File: src/rtl/e3oh_pkg.sv
package e3oh_pkg;
  localparam int OCT_W = 8;

  typedef enum logic [2:0] {
    SLOT_PAY = 3'd0,
    SLOT_FA1 = 3'd1,
    SLOT_FA2 = 3'd2,
    SLOT_BIP = 3'd3,
    SLOT_TT  = 3'd4
  } slot_e;

  localparam logic [OCT_W-1:0] FA1_PAT = 8'hF6;
  localparam logic [OCT_W-1:0] FA2_PAT = 8'h28;

  typedef struct packed {
    logic [OCT_W-1:0] fa1;
    logic [OCT_W-1:0] fa2;
    logic [OCT_W-1:0] bip;
  } mask_t;
endpackage

File: src/rtl/e3oh_regfile.sv
module e3oh_regfile
  import e3oh_pkg::*;
#(
  parameter int ADDR_W    = 8,
  parameter int TT_DEPTH  = 16,
  parameter int TT_BASE   = 'h30,
  parameter int MASK_BASE = 'h48,
  localparam int IDX_W    = $clog2(TT_DEPTH)
) (
  input  logic              clk_i,
  input  logic              rst_ni,
  input  logic              wr_i,
  input  logic [ADDR_W-1:0] addr_i,
  input  logic [OCT_W-1:0]  wdata_i,
  input  logic [IDX_W-1:0]  rd_idx_i,
  output logic [OCT_W-1:0]  rdata_o,
  output mask_t             mask_o,
  output logic [OCT_W-1:0]  tt_sel_o
);
  logic [OCT_W-1:0]    tt_q [TT_DEPTH];
  logic [TT_DEPTH-1:0] tt_we;
  logic [ADDR_W-1:0]   tt_off, mk_off;
  logic                tt_hit;
  mask_t               mask_q;

  assign tt_off = addr_i - ADDR_W'(TT_BASE);
  assign mk_off = addr_i - ADDR_W'(MASK_BASE);
  assign tt_hit = tt_off < ADDR_W'(TT_DEPTH);

  for (genvar g = 0; g < TT_DEPTH; g++) begin : g_we
    assign tt_we[g] = wr_i && tt_hit && (tt_off == ADDR_W'(g));
  end

  always_ff @(posedge clk_i or negedge rst_ni) begin
    if (!rst_ni) begin
      for (int i = 0; i < TT_DEPTH; i++) tt_q[i] <= '0;
    end else begin
      for (int i = 0; i < TT_DEPTH; i++)
        if (tt_we[i]) tt_q[i] <= wdata_i;
    end
  end

  always_ff @(posedge clk_i or negedge rst_ni) begin
    if (!rst_ni) begin
      mask_q <= '0;
    end else if (wr_i) begin
      case (mk_off)
        ADDR_W'(0): mask_q.fa1 <= wdata_i;
        ADDR_W'(1): mask_q.fa2 <= wdata_i;
        ADDR_W'(2): mask_q.bip <= wdata_i;
        default: ;
      endcase
    end
  end

  always_comb begin
    rdata_o = '0;
    if (tt_hit) rdata_o = tt_q[tt_off[IDX_W-1:0]];
    else begin
      case (mk_off)
        ADDR_W'(0): rdata_o = mask_q.fa1;
        ADDR_W'(1): rdata_o = mask_q.fa2;
        ADDR_W'(2): rdata_o = mask_q.bip;
        default:    rdata_o = '0;
      endcase
    end
  end

  assign mask_o   = mask_q;
  assign tt_sel_o = tt_q[rd_idx_i];
endmodule

File: src/rtl/e3oh_frame_ctl.sv
module e3oh_frame_ctl
  import e3oh_pkg::*;
#(
  parameter int TT_DEPTH = 16,
  localparam int IDX_W   = $clog2(TT_DEPTH)
) (
  input  logic             clk_i,
  input  logic             rst_ni,
  input  logic             sof_i,
  input  mask_t            mask_pend_i,
  input  logic [OCT_W-1:0] tt_pend_i,
  output mask_t            mask_eff_o,
  output logic [OCT_W-1:0] tt_eff_o,
  output logic [IDX_W-1:0] idx_o
);
  mask_t            act_mask;
  logic [OCT_W-1:0] act_tt;
  logic [IDX_W-1:0] idx_q;

  always_ff @(posedge clk_i or negedge rst_ni) begin
    if (!rst_ni) begin
      act_mask <= '0;
      act_tt   <= '0;
      idx_q    <= '0;
    end else if (sof_i) begin
      act_mask <= mask_pend_i;
      act_tt   <= tt_pend_i;
      idx_q    <= (idx_q == IDX_W'(TT_DEPTH-1)) ? '0 : idx_q + 1'b1;
    end
  end

  // the frame-start byte itself already belongs to the new frame
  assign mask_eff_o = sof_i ? mask_pend_i : act_mask;
  assign tt_eff_o   = sof_i ? tt_pend_i   : act_tt;
  assign idx_o      = idx_q;
endmodule

File: src/rtl/e3oh_bip.sv
module e3oh_bip
  import e3oh_pkg::*;
(
  input  logic             clk_i,
  input  logic             rst_ni,
  input  logic             valid_i,
  input  logic             sof_i,
  input  logic [OCT_W-1:0] byte_i,
  output logic [OCT_W-1:0] prev_o
);
  logic [OCT_W-1:0] acc_q, last_q;

  always_ff @(posedge clk_i or negedge rst_ni) begin
    if (!rst_ni) begin
      acc_q  <= '0;
      last_q <= '0;
    end else if (valid_i) begin
      acc_q <= sof_i ? byte_i : (acc_q ^ byte_i);
      if (sof_i) last_q <= acc_q;
    end
  end

  assign prev_o = sof_i ? acc_q : last_q;
endmodule

File: src/rtl/e3_oh_inserter.sv
module e3_oh_inserter
  import e3oh_pkg::*;
#(
  parameter int ADDR_W    = 8,
  parameter int TT_DEPTH  = 16,
  parameter int TT_BASE   = 'h30,
  parameter int MASK_BASE = 'h48,
  localparam int IDX_W    = $clog2(TT_DEPTH)
) (
  input  logic              clk_i,
  input  logic              rst_ni,
  input  logic              in_valid_i,
  input  logic              in_sof_i,
  input  logic [2:0]        in_slot_i,
  input  logic [OCT_W-1:0]  in_data_i,
  input  logic              reg_wr_i,
  input  logic [ADDR_W-1:0] reg_addr_i,
  input  logic [OCT_W-1:0]  reg_wdata_i,
  output logic [OCT_W-1:0]  reg_rdata_o,
  output logic              out_valid_o,
  output logic              out_sof_o,
  output logic [OCT_W-1:0]  out_data_o
);
  logic             frm_start;
  mask_t            mask_pend, mask_eff;
  logic [OCT_W-1:0] tt_pend, tt_eff, bip_prev, oct_nx;
  logic [IDX_W-1:0] tt_idx;

  assign frm_start = in_valid_i && in_sof_i;

  e3oh_regfile #(
    .ADDR_W(ADDR_W), .TT_DEPTH(TT_DEPTH), .TT_BASE(TT_BASE), .MASK_BASE(MASK_BASE)
  ) u_regs (
    .clk_i(clk_i), .rst_ni(rst_ni), .wr_i(reg_wr_i), .addr_i(reg_addr_i),
    .wdata_i(reg_wdata_i), .rd_idx_i(tt_idx), .rdata_o(reg_rdata_o),
    .mask_o(mask_pend), .tt_sel_o(tt_pend)
  );

  e3oh_frame_ctl #(.TT_DEPTH(TT_DEPTH)) u_ctl (
    .clk_i(clk_i), .rst_ni(rst_ni), .sof_i(frm_start), .mask_pend_i(mask_pend),
    .tt_pend_i(tt_pend), .mask_eff_o(mask_eff), .tt_eff_o(tt_eff), .idx_o(tt_idx)
  );

  e3oh_bip u_bip (
    .clk_i(clk_i), .rst_ni(rst_ni), .valid_i(in_valid_i), .sof_i(in_sof_i),
    .byte_i(oct_nx), .prev_o(bip_prev)
  );

  always_comb begin
    case (slot_e'(in_slot_i))
      SLOT_FA1: oct_nx = FA1_PAT ^ mask_eff.fa1;
      SLOT_FA2: oct_nx = FA2_PAT ^ mask_eff.fa2;
      SLOT_BIP: oct_nx = bip_prev ^ mask_eff.bip;
      SLOT_TT:  oct_nx = tt_eff;
      default:  oct_nx = in_data_i;
    endcase
  end

  always_ff @(posedge clk_i or negedge rst_ni) begin
    if (!rst_ni) begin
      out_valid_o <= 1'b0;
      out_sof_o   <= 1'b0;
      out_data_o  <= '0;
    end else begin
      out_valid_o <= in_valid_i;
      out_sof_o   <= frm_start;
      if (in_valid_i) out_data_o <= oct_nx;
    end
  end
endmodule

File: config.mk
export PLATFORM = sky130hd
export DESIGN_NAME = e3_oh_inserter
export DESIGN_NICKNAME = d
export VERILOG_FILES = /design/src/rtl/e3oh_pkg.sv /design/src/rtl/e3oh_regfile.sv /design/src/rtl/e3oh_frame_ctl.sv /design/src/rtl/e3oh_bip.sv /design/src/rtl/e3_oh_inserter.sv
export SDC_FILE = /design/constraint.sdc
export NUM_CORES = 1
export LEC_CHECK = 0
export ABC_CLOCK_PERIOD_IN_PS = 6380
export BUFFER_PORTS_ARGS = -buffer_cell sky130_fd_sc_hd__buf_2
export CORE_UTILIZATION = 55
export CTS_BUF_LIST = sky130_fd_sc_hd__clkbuf_16
export CTS_CLUSTER_SIZE = 16
export DETAILED_ROUTE_END_ITERATION = 16
export PLACE_DENSITY_LB_ADDON = 0.05
export RECOVER_POWER = 50
export SYNTH_ARGS = -nofsm -noshare
export SYNTH_HDL_FRONTEND = slang
export SYNTH_SLANG_ARGS = --single-unit
File: constraint.sdc
create_clock -name clk_i -period 6.38 [get_ports clk_i]
set_clock_uncertainty 0.15 [all_clocks]
set_input_delay 0 -clock clk_i [delete_from_list [all_inputs] [get_ports clk_i]]
set_output_delay 0 -clock clk_i [all_outputs]
set_load 0.05 [all_outputs]
==> results of run 1 <==
==> area by class of cell <==
class	count	area (um^2)
Sequential cell	214	5356
Fill cell	1626	7636
Clock buffer	25	625.6
Tap cell	270	337.8
Multi-Input combinational cell	616	5679
Clock inverter	14	60.06
Timing Repair Buffer	82	551.8
Inverter	14	52.55
==> logic make-up (layout without fill, tap and decap cells) <==
kind of cell	after synthesis	in the layout	synth area share, %
AO/OA/AOI/OAI	118	118	6.821
XOR/XNOR	11	11	0.8416
adder cells (fa/ha/maj)	4	4	0.3935
buffers and inverters	85	135	3.082
flip-flops	214	214	46.78
multiplexers	258	258	31.94
AND/OR/NAND/NOR	225	225	10.14
==> through the flow <==
stage | util [%] | cells
3_3_place_gp | 58.11 | 1169
6_report | 62.38 | 1235
2_1_floorplan | - | 915
3_5_place_dp | 58.11 | 1169
4_1_cts | 62.91 | 1235
5_1_grt | 62.38 | 1235
==> routing by layer <==
metal  vias to the layer above  routed length (um)  GRT usage, %
met5                         -                   0             0
met2                       256               14520         47.45
met4                         0                 636         8.125
met3                        53                1466         3.250
met1                      4049               12450         39.09
li1                       3455                   -             -
==> power breakdown <==
part | internal, mW | total [mW] | switching [mW]
registers | 1.46 | 1.61 | 0.150
logic | 0.251 | 0.541 | 0.290
clock network | 0.697 | 1.23 | 0.531
==> path summary, 6_finish.rpt <==
kind                                 startpoint              end  slack (ps)  cells past startpoint
worst max-delay path                 in_valid_i   u_bip.acc_q[2]        2110                      9
worst min-delay path               in_data_i[2]    out_data_o[2]          30                      4
worst max register to register   u_ctl.idx_o[2]   u_bip.acc_q[4]        3430                      5
worst min register to register  u_bip.last_q[1]  u_bip.last_q[1]         350                      2
max in group asynchronous                rst_ni  u_regs.tt_q[52]        2140                      4
min in group asynchronous                rst_ni   u_regs.tt_q[8]        1270                      3
==> critical path: stages <==
cell           delay, ps
dlygate4sd3_1        520
clkbuf_1            1350
nand2_1              260
inv_2                740
mux2_2               440
a211oi_1             320
dlygate4sd3_1        640
nor3_1                60
o31ai_1              190
==> state kept, by name (all words and copies together), names as in the netlist <==
register and count:
u_regs.tt_q 128, u_ctl.act_mask 24, u_bip.last_q 8, u_bip.acc_q 8, out_sof_o 1, u_regs.mask_o 24, out_valid_o 1, out_data_o 8
u_ctl.idx_o 4, u_ctl.act_tt 8
==> cells in the final DEF (no fill, tap or decap), drive strengths merged, types with 6 or more instances in the layout <==
cell type	instances
a211oi	8
a21boi	7
a21o	8
a21oi	22
a221oi	7
a22oi	13
a31oi	7
and3	8
and4	12
buf	40
clkbuf	41
clkinv	7
dfrtp	214
dlygate4sd3	26
inv	20
mux2	174
mux2i	18
mux4	66
nand2	106
nand2b	14
nand3	17
nor2	29
nor2b	11
o211ai	13
o21ai	24
or2	9
xor2	6
==> impl_metrics.ini, run 1 <==
[layout]
nets = 986
area_growth_pct = 10.62
num_antenna_cells = 0
postLayoutCellArea_um2 = 12660
drive_gt1_share_pct = 33.26

[synth]
synth_area_leader_cell = dfrtp_1
yosysMostFrequentCell = dfrtp_1
synth.net_count = 949
synthArstFlopShare_pct = 100.0
ys_types = 55
synthTopCellsByArea = dfrtp_1 (47%), mux2_2 (16%), mux4_2 (13%)
ys_ff_latch = 214
avgSynthCellArea_um2 = 12.51
synthFlopType = dfrtp_1
yosys.area.top_type_share_pct = 46.78
synth_enable_flop_cells = 0
synth_area_um2 = 11450
synth-seq-area-share_pct = 46.78
syn_inst = 915
netlist_top_cells_count = dfrtp_1 (214), mux2_2 (166), nand2_1 (106), mux4_2 (66), clkbuf_1 (40)
yosys_warnings = 0

[worst_setup_path]
arrival_ps = 4550
path_max_fanout = 46
worstSetupEndpointType = flop
critPathRequiredTime_ps = 6650
path_class = input pin to flop
cp-start-kind = input pin

[sta]
tightest_slew_ps = 3169
slew_viol_final = 242
setup-violations-final = 0
setup_ws_ps = 2106
fin_crit_ps = 4274
hold_viol_final = 0
rsz0062_at_grt = no
period_share_pct = 66.99
max_freq_ghz = 0.2340
tns_ps = 0
timing.hold.ws_ps = 26.18
max_slew_margin_pct = -111.3

[clocking]
cts_tree = done
postCtsHoldBufs = 27
cts_made_buffers = 24
path_clk_slew_ps = 60
postCtsSetupRepairBufs = 0
clk_latency_ps = 520
cts_max_level = 1
root_buffer = clkbuf_16
cts_sinks = 214
clockBufferDepth = 3
post_cts_resized = 0

[grt]
grt_pass1_wl_um = 46780
grt_max_degree = 70
overflow = 0
gr-usage-all-layers_pct = 28.27
antenna_found_initial = 0
grt_pass1_vias = 8273

[power_and_ir_drop]
p_total_mw = 3.381
powerDensity_nw_per_um2 = 267.0
power_leakage_nw = 5.849
max-vdd-ir-drop_mv = 0.2331

[placed_design]
dp_hpwl_um = 19470
place_congestion = 0.8219
io_buffer_count = 49
place_area_um2 = 11800
post-place-ws_ps = 3250

[die]
die_h_um = 146.3
io_pins = 50
start_util_pct = 56.39
core_area_um2 = 20300
die_w_um = 146.3
num_rows = 52
dieArea_um2 = 21390

[detailed_routing]
vias = 7813
via_per_inst = 6.326
ant_nets = 0
drt-pass1-iter-count = 5
routed_wl_um = 29070
routedWlPerCell_um = 23.54
drc_errors = 0
drt_iter0_drc = 443

[outcome]
violations = capacitance limit, slew limit
outcome = finished, violations left

[hold_path]
hp-class = input pin to flop

[flow_run]
max_cap_violations = 5
Power figures use the tool's default switching activity.
==> run 2, diff against run 1 <==
--- a/config.mk
+++ b/config.mk
@@ -5,7 +5,7 @@
 export SDC_FILE = /design/constraint.sdc
 export NUM_CORES = 1
 export LEC_CHECK = 0
-export ABC_CLOCK_PERIOD_IN_PS = 6380
+export ABC_CLOCK_PERIOD_IN_PS = 4400
 export BUFFER_PORTS_ARGS = -buffer_cell sky130_fd_sc_hd__buf_2
 export CORE_UTILIZATION = 55
 export CTS_BUF_LIST = sky130_fd_sc_hd__clkbuf_16
==> constraint.sdc (replaced) <==
create_clock -name clk_i -period 4.4 [get_ports clk_i]
set_clock_uncertainty 0.15 [all_clocks]
set_input_delay 0 -clock clk_i [delete_from_list [all_inputs] [get_ports clk_i]]
set_output_delay 0 -clock clk_i [all_outputs]
set_load 0.05 [all_outputs]
==> run 2 against run 1 <==
The run still ends with capacitance limit, slew limit left. Clock-buffer cell count down 2. Sequential cell count unchanged. Global-route usage down 0.081 points. Final cell count up 0.65%. Critical path depth unchanged. Largest cell class unchanged. Worst hold slack better by 16 ps. Largest power group unchanged. Critical path type unchanged.
==> impl_metrics.ini, run 2 (synthesis results as in run 1) <==
[worst_setup_path]
path_max_fanout = 24
crit_path_frequent_cell = dlygate4sd3_1
worstPathCellList = dlygate4sd3_1 -> clkbuf_1 -> nand2_1 -> inv_1 -> mux2_2 -> a211oi_1 -> dlygate4sd3_1 -> o211ai_1 -> dlygate4sd3_1
arrival_ps = 4060
cp-start-kind = input pin
worst_path_max_delay_cell = clkbuf_1
max_stage_delay_ps = 650
critical-path-top-delay-family = buffers and inverters
path_class = input pin to flop
worstSetupEndpointType = flop
critPathRequiredTime_ps = 4630
crit_buf_inv = 5

[placed_design]
post-place-ws_ps = 1350
dp_hpwl_um = 19680
dp_cells = 1176
place_area_um2 = 11850
io_buffer_count = 49
place_congestion = 0.8424

[die]
start_util_pct = 56.39
num_rows = 52
die_h_um = 146.3
io_pins = 50
core_area_um2 = 20300
dieArea_um2 = 21390
die_w_um = 146.3

[sta]
timing.hold.ws_ps = 42.49
setup-violations-final = 0
tns_ps = 0
max_slew_margin_pct = -107.5
max_freq_ghz = 0.2612
slew_viol_final = 124
rsz0062_at_grt = no
tightest_slew_ps = 3113
fin_crit_ps = 3828
hold_viol_final = 0
setup_ws_ps = 571.9
period_share_pct = 87.00

[clocking]
root_buffer = clkbuf_16
cts_tree = done
path_clk_slew_ps = 60
post_cts_resized = 0
clk_latency_ps = 500
cts_made_buffers = 23
clockBufferDepth = 3
cts_sinks = 214
cts_max_level = 1

[grt]
use_met3_pct = 3.969
busiest_layer = met2
grt_max_degree = 124
met1_usage_pct = 38.23
grt_pass1_wl_um = 46740
use_met2_pct = 46.95
overflow = 0
antenna_found_initial = 0
gr-usage-all-layers_pct = 28.19
grt_pass1_vias = 8271

[layout]
postLayoutCellArea_um2 = 12790
num_antenna_cells = 0
layout_commonest_cell = dfrtp_1
final_cell_mix = dfrtp_1 (213), mux2_2 (166), nand2_1 (106)
drive_gt1_share_pct = 35.66
nets = 991
largest_register = u_regs.tt_q
area_growth_pct = 11.76
finalNonFillerCells = 1243
largest_reg_flops = 128

[outcome]
outcome = finished, violations left
violations = capacitance limit, slew limit

[power_and_ir_drop]
powerDensity_nw_per_um2 = 387.5
power_leakage_nw = 5.921
max-vdd-ir-drop_mv = 0.2631

[detailed_routing]
via_per_inst = 6.253
drc_errors = 0
vias = 7772
routed_wl_um = 28860
routedWlPerCell_um = 23.21
drt_iter0_drc = 405
drt-pass1-iter-count = 5
ant_nets = 0

[flow_run]
max_cap_violations = 1

[hold_path]
hp-class = input pin to flop
[run 2: layer usage]
metal	share of wire (%)	up-vias
met3	4.8	59
met2	49	229
met1	44	4012
met5	0	-
met4	2.6	0
li1	-	3472
[run 2: worst paths after layout]
kind                                     from            endpoint  slack [ps]  depth (start not counted)
min reg2reg                u_ctl.act_mask[18]  u_ctl.act_mask[18]         340                          2
max reg2reg                    u_ctl.idx_o[1]       out_data_o[2]        1200                          5
min                              in_data_i[0]      u_bip.acc_q[0]          40                          5
min in group asynchronous              rst_ni     u_bip.last_q[2]         880                          2
max                                in_valid_i       out_data_o[2]         570                          9
max in group asynchronous              rst_ni      u_ctl.idx_o[0]        1230                          2
[run 2: timing repair]
action | in CTS | in global routing
buffers inserted | 0 | 0
hold buffers | 26 | 0
hold endpoints to repair | 293 | 0
endpoints found under the setup margin | 0 | 0
[run 2: power by group]
part / total, mW / leakage [nW] / internal [mW] / switching (mW)
Sequential: 2.35 / 2.89 / 2.12 / 0.229
Clock: 1.84 / 0.361 / 1.06 / 0.773
Combinational: 0.773 / 2.67 / 0.367 / 0.406
Total: 4.96 / 5.92 / 3.55 / 1.41
[run 2: stage by stage]
step / utilization (%) / power, mW
detailed placement: 58.37 / 3.140
global route: 63.02 / 5.164
global placement: 58.37 / 3.105
floorplan: - / 2.873
CTS: 63.13 / 5.005
finish: 63.02 / 4.958
[run 2: final cells by class]
class | count | area (um^2)
Clock buffer | 23 | 575.6
Clock inverter | 18 | 131.4
Fill cell | 1571 | 7506
Inverter | 14 | 52.55
Multi-Input combinational cell | 616 | 5751
Sequential cell | 214 | 5356
Tap cell | 270 | 337.8
Timing Repair Buffer | 88 | 589.3
[run 2: tightest hold or removal path: stages]
cell and delay (ps):
buf_2 80, maj3_1 160, o2111ai_1 110, o2bb2ai_1 220, xnor2_1 80
